File: config.mk
export PLATFORM = sky130hd
export DESIGN_NAME = freq_sweep_ctrl
export DESIGN_NICKNAME = d
export VERILOG_FILES = /design/src/rtl/sweep_pkg.sv /design/src/rtl/sweep_hp_stepper.sv /design/src/rtl/sweep_settle_timer.sv /design/src/rtl/sweep_sample_counter.sv /design/src/rtl/freq_sweep_ctrl.sv
export SDC_FILE = /design/constraint.sdc
export NUM_CORES = 1
export LEC_CHECK = 0
export BUFFER_PORTS_ARGS = -buffer_cell sky130_fd_sc_hd__buf_2
export CORE_ASPECT_RATIO = 1.75
export CORE_UTILIZATION = 52
export CTS_BUF_LIST = sky130_fd_sc_hd__clkbuf_16
export CTS_CLUSTER_SIZE = 16
export DETAILED_ROUTE_END_ITERATION = 16
export GPL_TIMING_DRIVEN = 0
export MAX_ROUTING_LAYER = met4
export PLACE_DENSITY = 0.76
export SYNTH_ARGS = -nofsm -noshare
export SYNTH_HDL_FRONTEND = slang
export SYNTH_SLANG_ARGS = --single-unit
File: constraint.sdc
create_clock -name clk -period 4.45 [get_ports clk]
set_input_delay 0.89 -clock clk [delete_from_list [all_inputs] [get_ports clk]]
set_output_delay 0.89 -clock clk [all_outputs]
set_load 0.02 [all_outputs]
File: src/rtl/sweep_pkg.sv
package sweep_pkg;

    typedef enum logic [2:0] {
        ST_IDLE,
        ST_SETTLE,
        ST_MARK,
        ST_PERIOD,
        ST_REQ,
        ST_WAIT,
        ST_SEND
    } sweep_state_e;

endpackage

File: src/rtl/sweep_hp_stepper.sv
module sweep_hp_stepper #(
    parameter int HP_W = 10
) (
    input  logic            clk,
    input  logic            rst_n,
    input  logic            load,
    input  logic            advance,
    input  logic [HP_W-1:0] first_i,
    input  logic [HP_W-1:0] last_i,
    output logic [HP_W-1:0] hp_o,
    output logic            at_end_o
);

    logic [HP_W-1:0] hp_q;
    logic [HP_W-1:0] last_q;

    always_ff @(posedge clk) begin
        if (!rst_n) begin
            hp_q   <= '0;
            last_q <= '0;
        end else if (load) begin
            hp_q   <= first_i;
            last_q <= last_i;
        end else if (advance) begin
            hp_q   <= hp_q + 1'b1;
        end
    end

    // a first value above the last value ends the scan after one step
    assign at_end_o = (hp_q >= last_q);
    assign hp_o     = hp_q;

endmodule

File: src/rtl/sweep_settle_timer.sv
module sweep_settle_timer #(
    parameter int SETTLE_W       = 16,
    parameter int SETTLE_DEFAULT = 64
) (
    input  logic                clk,
    input  logic                rst_n,
    input  logic                load,
    input  logic [SETTLE_W-1:0] cfg_i,
    input  logic                clr,
    input  logic                tick,
    output logic                done_o
);

    localparam logic [SETTLE_W-1:0] DEF_TARGET = SETTLE_W'(SETTLE_DEFAULT);

    logic [SETTLE_W-1:0] target_q;
    logic [SETTLE_W-1:0] cnt_q;
    logic [SETTLE_W:0]   cnt_next;

    always_ff @(posedge clk) begin
        if (!rst_n) begin
            target_q <= DEF_TARGET;
        end else if (load) begin
            target_q <= (cfg_i == '0) ? DEF_TARGET : cfg_i;
        end
    end

    always_ff @(posedge clk) begin
        if (!rst_n || clr) begin
            cnt_q <= '0;
        end else if (tick) begin
            cnt_q <= cnt_next[SETTLE_W-1:0];
        end
    end

    assign cnt_next = {1'b0, cnt_q} + 1'b1;
    assign done_o   = tick && (cnt_next >= {1'b0, target_q});

endmodule

File: src/rtl/sweep_sample_counter.sv
module sweep_sample_counter #(
    parameter int NUM_SAMPLES = 1024
) (
    input  logic clk,
    input  logic rst_n,
    input  logic clr,
    input  logic inc,
    output logic last_o
);

    localparam int CNT_W = (NUM_SAMPLES > 1) ? $clog2(NUM_SAMPLES) : 1;
    localparam logic [CNT_W-1:0] LAST_IDX = CNT_W'(NUM_SAMPLES - 1);

    logic [CNT_W-1:0] cnt_q;

    always_ff @(posedge clk) begin
        if (!rst_n || clr) begin
            cnt_q <= '0;
        end else if (inc) begin
            cnt_q <= cnt_q + 1'b1;
        end
    end

    assign last_o = (cnt_q == LAST_IDX);

endmodule

File: src/rtl/freq_sweep_ctrl.sv
module freq_sweep_ctrl
    import sweep_pkg::*;
#(
    parameter int HP_W           = 10,
    parameter int SETTLE_W       = 16,
    parameter int SETTLE_DEFAULT = 64,
    parameter int NUM_SAMPLES    = 1024,
    parameter int ADC_W          = 12,
    parameter int REC_W          = 16
) (
    input  logic                clk,
    input  logic                rst_n,
    input  logic [HP_W-1:0]     cfg_start_hp,
    input  logic [HP_W-1:0]     cfg_end_hp,
    input  logic [SETTLE_W-1:0] cfg_settle,
    input  logic                go,
    output logic                busy,
    output logic                drv_en,
    output logic [HP_W-1:0]     drv_half_period,
    input  logic                drv_cycle,
    output logic                adc_req,
    input  logic                adc_valid,
    input  logic [ADC_W-1:0]    adc_data,
    output logic                rec_valid,
    input  logic                rec_ready,
    output logic [REC_W-1:0]    rec_data,
    output logic                rec_last
);

    localparam logic [REC_W-1:0] MARKER = '1;

    sweep_state_e st_q, st_d;

    logic [HP_W-1:0]  hp;
    logic             at_end;
    logic             settle_done;
    logic             smp_last;
    logic [ADC_W-1:0] smp_q;

    logic accept;
    logic load_cfg;
    logic step_next;
    logic restart_step;
    logic smp_take;

    assign accept       = rec_valid && rec_ready;
    assign load_cfg     = (st_q == ST_IDLE) && go;
    assign step_next    = (st_q == ST_SEND) && accept && smp_last && !at_end;
    assign restart_step = load_cfg || step_next;
    assign smp_take     = (st_q == ST_SEND) && accept;

    sweep_hp_stepper #(
        .HP_W (HP_W)
    ) u_stepper (
        .clk      (clk),
        .rst_n    (rst_n),
        .load     (load_cfg),
        .advance  (step_next),
        .first_i  (cfg_start_hp),
        .last_i   (cfg_end_hp),
        .hp_o     (hp),
        .at_end_o (at_end)
    );

    sweep_settle_timer #(
        .SETTLE_W       (SETTLE_W),
        .SETTLE_DEFAULT (SETTLE_DEFAULT)
    ) u_settle (
        .clk    (clk),
        .rst_n  (rst_n),
        .load   (load_cfg),
        .cfg_i  (cfg_settle),
        .clr    (restart_step),
        .tick   (drv_cycle && (st_q == ST_SETTLE)),
        .done_o (settle_done)
    );

    sweep_sample_counter #(
        .NUM_SAMPLES (NUM_SAMPLES)
    ) u_samples (
        .clk    (clk),
        .rst_n  (rst_n),
        .clr    (restart_step),
        .inc    (smp_take),
        .last_o (smp_last)
    );

    // state register
    always_ff @(posedge clk) begin
        if (!rst_n) begin
            st_q <= ST_IDLE;
        end else begin
            st_q <= st_d;
        end
    end

    // converted sample held until the stream takes it
    always_ff @(posedge clk) begin
        if (!rst_n) begin
            smp_q <= '0;
        end else if ((st_q == ST_WAIT) && adc_valid) begin
            smp_q <= adc_data;
        end
    end

    // next-state logic
    always_comb begin
        st_d = st_q;
        unique case (st_q)
            ST_IDLE:   if (go)          st_d = ST_SETTLE;
            ST_SETTLE: if (settle_done) st_d = ST_MARK;
            ST_MARK:   if (accept)      st_d = ST_PERIOD;
            ST_PERIOD: if (accept)      st_d = ST_REQ;
            ST_REQ:                     st_d = ST_WAIT;
            ST_WAIT:   if (adc_valid)   st_d = ST_SEND;
            ST_SEND: begin
                if (accept) begin
                    if (!smp_last)   st_d = ST_REQ;
                    else if (at_end) st_d = ST_IDLE;
                    else             st_d = ST_SETTLE;
                end
            end
            default:                    st_d = ST_IDLE;
        endcase
    end

    // outputs
    always_comb begin
        busy            = (st_q != ST_IDLE);
        drv_en          = busy;
        drv_half_period = hp;
        adc_req         = 1'b0;
        rec_valid       = 1'b0;
        rec_data        = '0;
        rec_last        = 1'b0;
        unique case (st_q)
            ST_IDLE, ST_SETTLE, ST_WAIT: ;
            ST_MARK: begin
                rec_valid = 1'b1;
                rec_data  = MARKER;
            end
            ST_PERIOD: begin
                rec_valid = 1'b1;
                rec_data  = REC_W'(hp);
            end
            ST_REQ: adc_req = 1'b1;
            ST_SEND: begin
                rec_valid = 1'b1;
                rec_data  = REC_W'(smp_q);
                rec_last  = smp_last;
            end
            default: ;
        endcase
    end

endmodule

Word-level counts from Yosys, hierarchy flattened
Cells that the tools add are included.
{"block": "classes", "addsub": 3, "mul": 0, "div_mod_pow": 0, "magnitude_cmp": 2, "n_eq_ne": 13, "n_shift": 0, "mux": 16, "bitwise": 0, "n_reduce_logical": 18}
{"operator": "16-bit one-hot mux with 3 select lines", "count": 1}
{"operator": "3-bit two-way mux", "count": 7}
{"operator": "3-bit one-hot mux with 7 select lines", "count": 1}
{"operator": "10-bit by 1-bit adder with 10-bit output (second input constant)", "count": 2}
{"operator": "10-bit two-way mux", "count": 2}
{"operator": "16-bit by 1-bit adder with 17-bit output (second input constant)", "count": 1}
{"operator": "17-bit by 16-bit >= comparator with 1-bit output", "count": 1}
{"operator": "16-bit zero test", "count": 1}
{"operator": "16-bit two-way mux", "count": 1}
{"operator": "2-bit inequality test (second input constant)", "count": 6}
{"operator": "10-bit equality test (second input constant)", "count": 1}
{"operator": "10-bit >= comparator", "count": 1}
{"operator": "3-bit equality test (second input constant)", "count": 3}
{"operator": "1-bit logical AND", "count": 8}
{"operator": "3-bit by 2-bit equality test with 1-bit output (second input constant)", "count": 2}
{"operator": "6-bit AND reduction", "count": 1}
{"operator": "1-bit two-way mux", "count": 4}
{"operator": "3-bit by 1-bit equality test with 1-bit output (second input constant)", "count": 1}
{"operator": "3-bit zero test", "count": 1}
{"operator": "3-bit nonzero test", "count": 1}
{"operator": "3-bit OR reduction", "count": 1}
{"operator": "1-bit zero test", "count": 2}
{"operator": "1-bit logical OR", "count": 2}
{"operator": "2-bit nonzero test", "count": 1}
{"block": "word_totals", "register_bits": 77, "latchBits": 0, "mem_bits_rw": 0, "rom_bits": 0, "inputBits": 54, "word_cells": 59, "n_memories": 0}

Depth between registers and ports, before layout
{"block": "logic_depth", "word_depth": 9, "ltp_mapped": 13, "depth_no_buf": 12}

Hierarchy
Synthesis repeated with hierarchy kept, for this count alone.
{"block": "hier_totals", "hier_cells": 535, "area_unflattened_um2": 4468.0}
{"module": "sweep_settle_timer", "instances": 1, "cells_per_inst": 225, "area_each_um2": 1919.3, "seq_area_each_um2": 640.6}
{"module": "sweep_hp_stepper", "instances": 1, "cells_per_inst": 128, "area_each_um2": 1121.1, "seq_area_each_um2": 400.4}
{"module": "freq_sweep_ctrl", "instances": 1, "cells_per_inst": 132, "area_each_um2": 973.4, "seq_area_each_um2": 300.3}
{"module": "sweep_sample_counter", "instances": 1, "cells_per_inst": 50, "area_each_um2": 454.2, "seq_area_each_um2": 200.2}

Worst setup path before layout
OpenSTA, ideal clock, no wires.
{"block": "synth_path", "kind": "flip-flop to flip-flop", "start": "register u_settle.cnt_q[0]", "end": "register st_q[0]", "setup_time_ps": 72, "t_arrival_ps": 2683, "t_required_ps": 4378, "path_slack_ps": 1696, "stages_incl_launch_ff": 13, "path_buffers": 1, "period_less_slack_ps": 2754, "cell_sequence": "dfxtp_1 > ha_1 > and3_1 > buf_2 > nand4_2 > nor2_1 > xor2_1 > ha_1 > a21o_1 > a211o_1 > a311o_1 > a22oi_2 > mux2i_1"}
{"block": "synth_via", "elab_chain_cells": 5}
{"item": "from (decl)", "line": "sweep_settle_timer.sv:17", "source": "logic [SETTLE_W-1:0] cnt_q;"}
{"item": "from (signal assigned)", "line": "sweep_settle_timer.sv:32", "source": "cnt_q <= cnt_next[SETTLE_W-1:0];"}
{"item": "16-bit by 1-bit adder with 17-bit output", "line": "sweep_settle_timer.sv:36", "source": "assign cnt_next = {1'b0, cnt_q} + 1'b1;"}
{"item": "via u_settle.cnt_next[14]", "line": "sweep_settle_timer.sv:18", "source": "logic [SETTLE_W:0] cnt_next;"}
{"item": "17-bit by 16-bit >= comparator with 1-bit output", "line": "sweep_settle_timer.sv:37", "source": "assign done_o = tick && (cnt_next >= {1'b0, target_q});"}
{"item": "1-bit logical AND", "line": "sweep_settle_timer.sv:37"}
{"item": "2-bit inequality test (no line)"}
{"item": "6-bit AND reduction (no line)"}
{"item": "to (signal assigned)", "line": "freq_sweep_ctrl.sv:93", "source": "st_q <= st_d;"}
{"item": "to (decl)", "line": "freq_sweep_ctrl.sv:32", "source": "sweep_state_e st_q, st_d;"}
The timed path passes the listed nets, and every way through them passes these cells.
A chain may end at the register's enable or synchronous reset.

Final worst setup path
Same ends and word-level chain as after synthesis.

==> results.md <==
| Group | Metric | This run |
| --- | --- | --- |
| sta | Clock period minus worst slack | 3.195 ns |
| power and ir drop | Leakage dissipation | 2.252 nW |
| clocking | CTS tree | built |
| sta | Period Utilization, post-route | 71.79% |
| worst setup path | CP cell instances | ha_1 -> and3_1 -> buf_2 -> nand3_1 -> xnor2_1 -> ha_1 -> a21oi_1 -> nor2_1 -> a2111oi_0 -> o21ai_0 -> a22oi_2 -> mux2i_1 |
| worst setup path | Worst reg2reg path depth | 12 |
| yosys | Syn Std Cell Area | 0.004632 sq mm |
| sta | Number of slew-limit violations in the final report | 0 |
| sta | Final setup violation count | 0 |
| clocking | Post-CTS setup repair buffer count | 0 |
| clocking | Sink count of the clock tree | 77 |
| final layout | Post-layout instance count excluding filler cells | 816 |
| worst setup path | CP max stage delay | 0.50 ns |
| sta | Slew at the pin closest to its max-slew limit | 0.5917 ns |
| final layout | Fraction of layout cells with a size suffix above 1 | 16.88% |
| grt | Global-route wire length before repair | 21,200 microns |
| clocking | Skew-Pair Late Insertion Delay | 0.34 ns |
| placement | Post-placement cell count | 801 |
| grt | Number of antenna violations at the first check in global routing | 0 |
| power and ir drop | Power per cell area | 478.4 mW/mm^2 |
| clocking | Maximum root-to-sink buffer count | 2 |
| grt | Largest net degree at the start of global routing | 13 |
| sta | Final Hold Fails | 0 |
| worst setup path | Slack of the worst reg-to-reg path | 1.26 ns |
| worst setup path | Data arrival time at the worst-slack endpoint | 3.46 ns |
| worst setup path | Start-to-end type of the worst setup path | reg -> reg |
| routing | Detailed Route WL | 13,120 microns |
| final layout | Filler cell count in the final layout | 842 |
| grt | All-Layer GR Usage | 30.74% |
| sta | RSZ-0062 raised after global routing | false |
| hold path | Hold worst-path end | u_stepper.last_q[7] |
| yosys | Number of nets produced by synthesis | 684 |
| final layout | Growth of design area from synthesis to finish | 18.72% |
| worst setup path | Total stage count of the critical path | 12 |
| yosys | Share of synthesized registers carrying an async set or reset | 0% |
| die | Die outline height | 126.9 microns |
| final layout | Diode insertion count for antenna repair | 0 |
| worst setup path | Most frequent cell on the critical path | sky130_fd_sc_hd__ha_1 |
| routing | Detail Route Antenna Nets | 0 |
| power and ir drop | Total Power | 0.002631 W |
| clocking | CTS H-Tree Depth | 3 |
| hold path | WHS Path Cells | 2 |
| worst setup path | Worst path bufs/invs | 1 |
| hold path | Hold_sp | u_stepper.last_q[7] |
| worst setup path | Critical-path cell with the highest stage delay | sky130_fd_sc_hd__a2111oi_0 |
| placement | Placer Congestion | 0.9231 |
| yosys | Synth Flop Type | sky130_fd_sc_hd__dfxtp_1 |
| placement | Estimated wirelength of the detail-placed design | 10,190 microns |
| sta | Relative slew slack | 60.55% |
| routing | Initial DRC count | 158 |
| routing | Final routed DRC violation total | 0 |
| routing | Via density | 5.678 |
| placement | Number of port buffers | 83 |
| yosys | FF+latch count, synth | 77 |
| routing | Routed wirelength normalized by instance count | 16.08 microns |
| hold path | Worst min-delay path class | reg -> reg |
| yosys | Mean post-synth cell area | 7.707 sq um |
| worst setup path | Crit Reg-Reg Endpoint | st_q[0] |
| clocking | Register clock-pin slew on the reported worst setup and hold paths | 0.06 ns |
| worst setup path | Crit-path max FO | 6 |
| worst setup path | Worst setup EP type | register |
| die | Number of top-level pins | 85 |
| sta | Peak clock frequency supported by timing | 0.3130 GHz |
| die | Area of the core region | 0.008671 sq mm |
| yosys | Number of instances in the synthesized netlist | 601 |
| die | FP Rows | 45 |
| run status | Run status | finished clean |
| clocking | # resized after CTS | 0 |
| grt | Leftover overflow at the end of global routing | 0 |
| worst setup path | CP startpoint kind | register |
| yosys | Proportion of synthesized chip area in sequential cells | 33.28% |
| routing | TritonRoute pass-1 iters | 5 |
| worst setup path | Largest delay share family, worst path | compound AO/OA/AOI/OAI gates |
| routing | Via count | 4,633 |
| yosys | Synth warnings | 0 |
| die | Die X-Extent | 73.35 microns |
| yosys | Number of library cell types mapped by synthesis | 53 |
| yosys | Number of flops mapped to enable cells by yosys | 0 |
| flow run | Number of maximum-capacitance violations | 0 |
| worst setup path | Endpoint required time on the critical path | 4.72 ns |
| clocking | Post-cts hold buffer count | 0 |
| die | Initial Utilization | 53.42% |
| grt | Via count of the first global-routing pass | 4,677 |
| final layout | Net count of the finished layout | 778 |
| clocking | TritonCTS buffer count | 9 |
| worst setup path | Beginning of the worst register-to-register path | u_settle.cnt_q[0] |
| sta | Fin Clk Skew | 0.006044 ns |
| die | Total die area | 0.009304 sq mm |
| power and ir drop | Peak supply drop | 342.5 uV |
| sta | Final setup TNS | 0 ns |
| clocking | Root buffer selected by CTS | sky130_fd_sc_hd__clkbuf_16 |
-- report_power, final --
| part | total (W) | leakage [nW] | switching [W] | internal, W |
|---|---|---|---|---|
| Combinational | 0.00100 | 1.47 | 0.000655 | 0.000346 |
| Sequential | 0.000858 | 0.627 | 0.0000927 | 0.000766 |
| Clock | 0.000771 | 0.152 | 0.000288 | 0.000483 |
| Total | 0.00263 | 2.25 | 0.00104 | 0.00159 |
-- cells in the final DEF (no fill, tap or decap), types with 3 or more instances in the layout --
| cell type | netlist | routed |
|---|---|---|
| sky130_fd_sc_hd__a211oi_1 | 4 | 4 |
| sky130_fd_sc_hd__a21boi_0 | 48 | 48 |
| sky130_fd_sc_hd__a21o_1 | 3 | 3 |
| sky130_fd_sc_hd__a21oi_1 | 19 | 19 |
| sky130_fd_sc_hd__a311oi_1 | 4 | 4 |
| sky130_fd_sc_hd__and2_1 | 7 | 7 |
| sky130_fd_sc_hd__and3_1 | 7 | 7 |
| sky130_fd_sc_hd__and4_1 | 5 | 5 |
| sky130_fd_sc_hd__buf_2 | 6 | 89 |
| sky130_fd_sc_hd__buf_4 | 4 | 4 |
| sky130_fd_sc_hd__clkbuf_1 | 25 | 25 |
| sky130_fd_sc_hd__clkbuf_16 | 0 | 9 |
| sky130_fd_sc_hd__dfxtp_1 | 77 | 77 |
| sky130_fd_sc_hd__ha_1 | 29 | 29 |
| sky130_fd_sc_hd__inv_1 | 32 | 33 |
| sky130_fd_sc_hd__nand2_1 | 125 | 125 |
| sky130_fd_sc_hd__nand3_1 | 20 | 20 |
| sky130_fd_sc_hd__nand4_1 | 11 | 11 |
| sky130_fd_sc_hd__nor2_1 | 48 | 48 |
| sky130_fd_sc_hd__nor2b_1 | 3 | 3 |
| sky130_fd_sc_hd__nor3_1 | 19 | 19 |
| sky130_fd_sc_hd__nor4_1 | 4 | 4 |
| sky130_fd_sc_hd__o21ai_0 | 27 | 27 |
| sky130_fd_sc_hd__xnor2_1 | 19 | 19 |
| sky130_fd_sc_hd__xor2_1 | 19 | 19 |
-- layer usage --
layer	routed length, microns	vias up	global-route usage [%]
met1	4593	2133	29.17
met4	978	0	24.43
met3	650	71	5.004
met5	0	-	-
li1	-	2235	-
met2	6895	194	53.16
-- through the flow --
stage,util [%],setup slack (ns),hold WS [ns],cell area (sq um)
3_5_place_dp,59.90,1.325,0.4538,5194
5_1_grt,63.42,1.199,0.4795,5499
3_3_place_gp,59.90,1.350,0.4516,5194
4_1_cts,63.42,1.224,0.4612,5499
2_1_floorplan,-,1.696,0.4403,4632
6_report,63.42,1.255,0.4612,5499
-- worst max-delay path by stage --
stage / from / endpoint / slack, ns
6_report: u_settle.cnt_q[0] / st_q[0] / 1.26
5_1_grt: u_settle.cnt_q[0] / st_q[0] / 1.20
4_1_cts: u_settle.cnt_q[0] / st_q[0] / 1.22
3_5_place_dp: u_settle.cnt_q[0] / st_q[0] / 1.33
3_3_place_gp: u_settle.cnt_q[0] / st_q[1] / 1.35
2_1_floorplan: u_settle.cnt_q[0] / st_q[0] / 1.70
-- registers in the layout (all words and copies together) (netlist names) --
signal and cells:
smp_q 12, st_q 3, u_samples.cnt_q 10, u_settle.cnt_q 16, u_settle.target_q 16, u_stepper.hp_o 10, u_stepper.last_q 10
-- layout make-up --
type                    count  area, sq um  share of cell area, %
plain buffers              37        162.7                  2.958
clock buffers               9        225.2                  4.096
clock inverters             6        80.08                  1.456
inverters                  32        120.1                  2.184
multi-input cells         455         2808                  51.06
flip-flops and latches     77         1541                  28.03
well taps                 117        146.4                  2.662
repair buffers             83        415.4                  7.554
-- cell usage after synthesis (5+ instances only) --
cell	number	area share (%)
sky130_fd_sc_hd__buf_2	6	0.65
sky130_fd_sc_hd__nand3_1	20	2.2
sky130_fd_sc_hd__and2_1	7	0.95
sky130_fd_sc_hd__and3_1	7	0.95
sky130_fd_sc_hd__nand2_1	125	10
sky130_fd_sc_hd__a21oi_1	19	2.1
sky130_fd_sc_hd__dfxtp_1	77	33
sky130_fd_sc_hd__nor3_1	19	2.1
sky130_fd_sc_hd__o21ai_0	27	2.9
sky130_fd_sc_hd__a21boi_0	48	7.8
sky130_fd_sc_hd__and4_1	5	0.95
sky130_fd_sc_hd__ha_1	29	7.8
sky130_fd_sc_hd__xnor2_1	19	3.6
sky130_fd_sc_hd__clkbuf_1	25	2.0
sky130_fd_sc_hd__xor2_1	19	3.6
sky130_fd_sc_hd__nor2_1	48	3.9
sky130_fd_sc_hd__inv_1	32	2.6
sky130_fd_sc_hd__nand4_1	11	1.5
-- worst reg2reg max path: cells and delay by family (launching register included) --
| family | cells | cell delay (ns) |
|---|---|---|
| buffers and inverters | 1 | 0.20 |
| AO/OA/AOI/OAI | 4 | 1.14 |
| adder cells (fa/ha/maj) | 2 | 0.51 |
| AND/OR/NAND/NOR | 3 | 0.38 |
| XOR/XNOR | 1 | 0.24 |
| multiplexers | 1 | 0.24 |
| flip-flops | 1 | 0.41 |
-- logic make-up after synthesis --
logic type | count (synthesis) | share of synthesized area [%]
XOR/XNOR | 38 | 7.185
AND/OR/NAND/NOR | 265 | 26.53
flip-flops | 77 | 33.28
AO/OA/AOI/OAI | 121 | 18.64
adder cells (fa/ha/maj) | 29 | 7.834
buffers and inverters | 69 | 6.105
multiplexers | 2 | 0.4322
No activity file was read; power rests on OpenSTA's default activity.
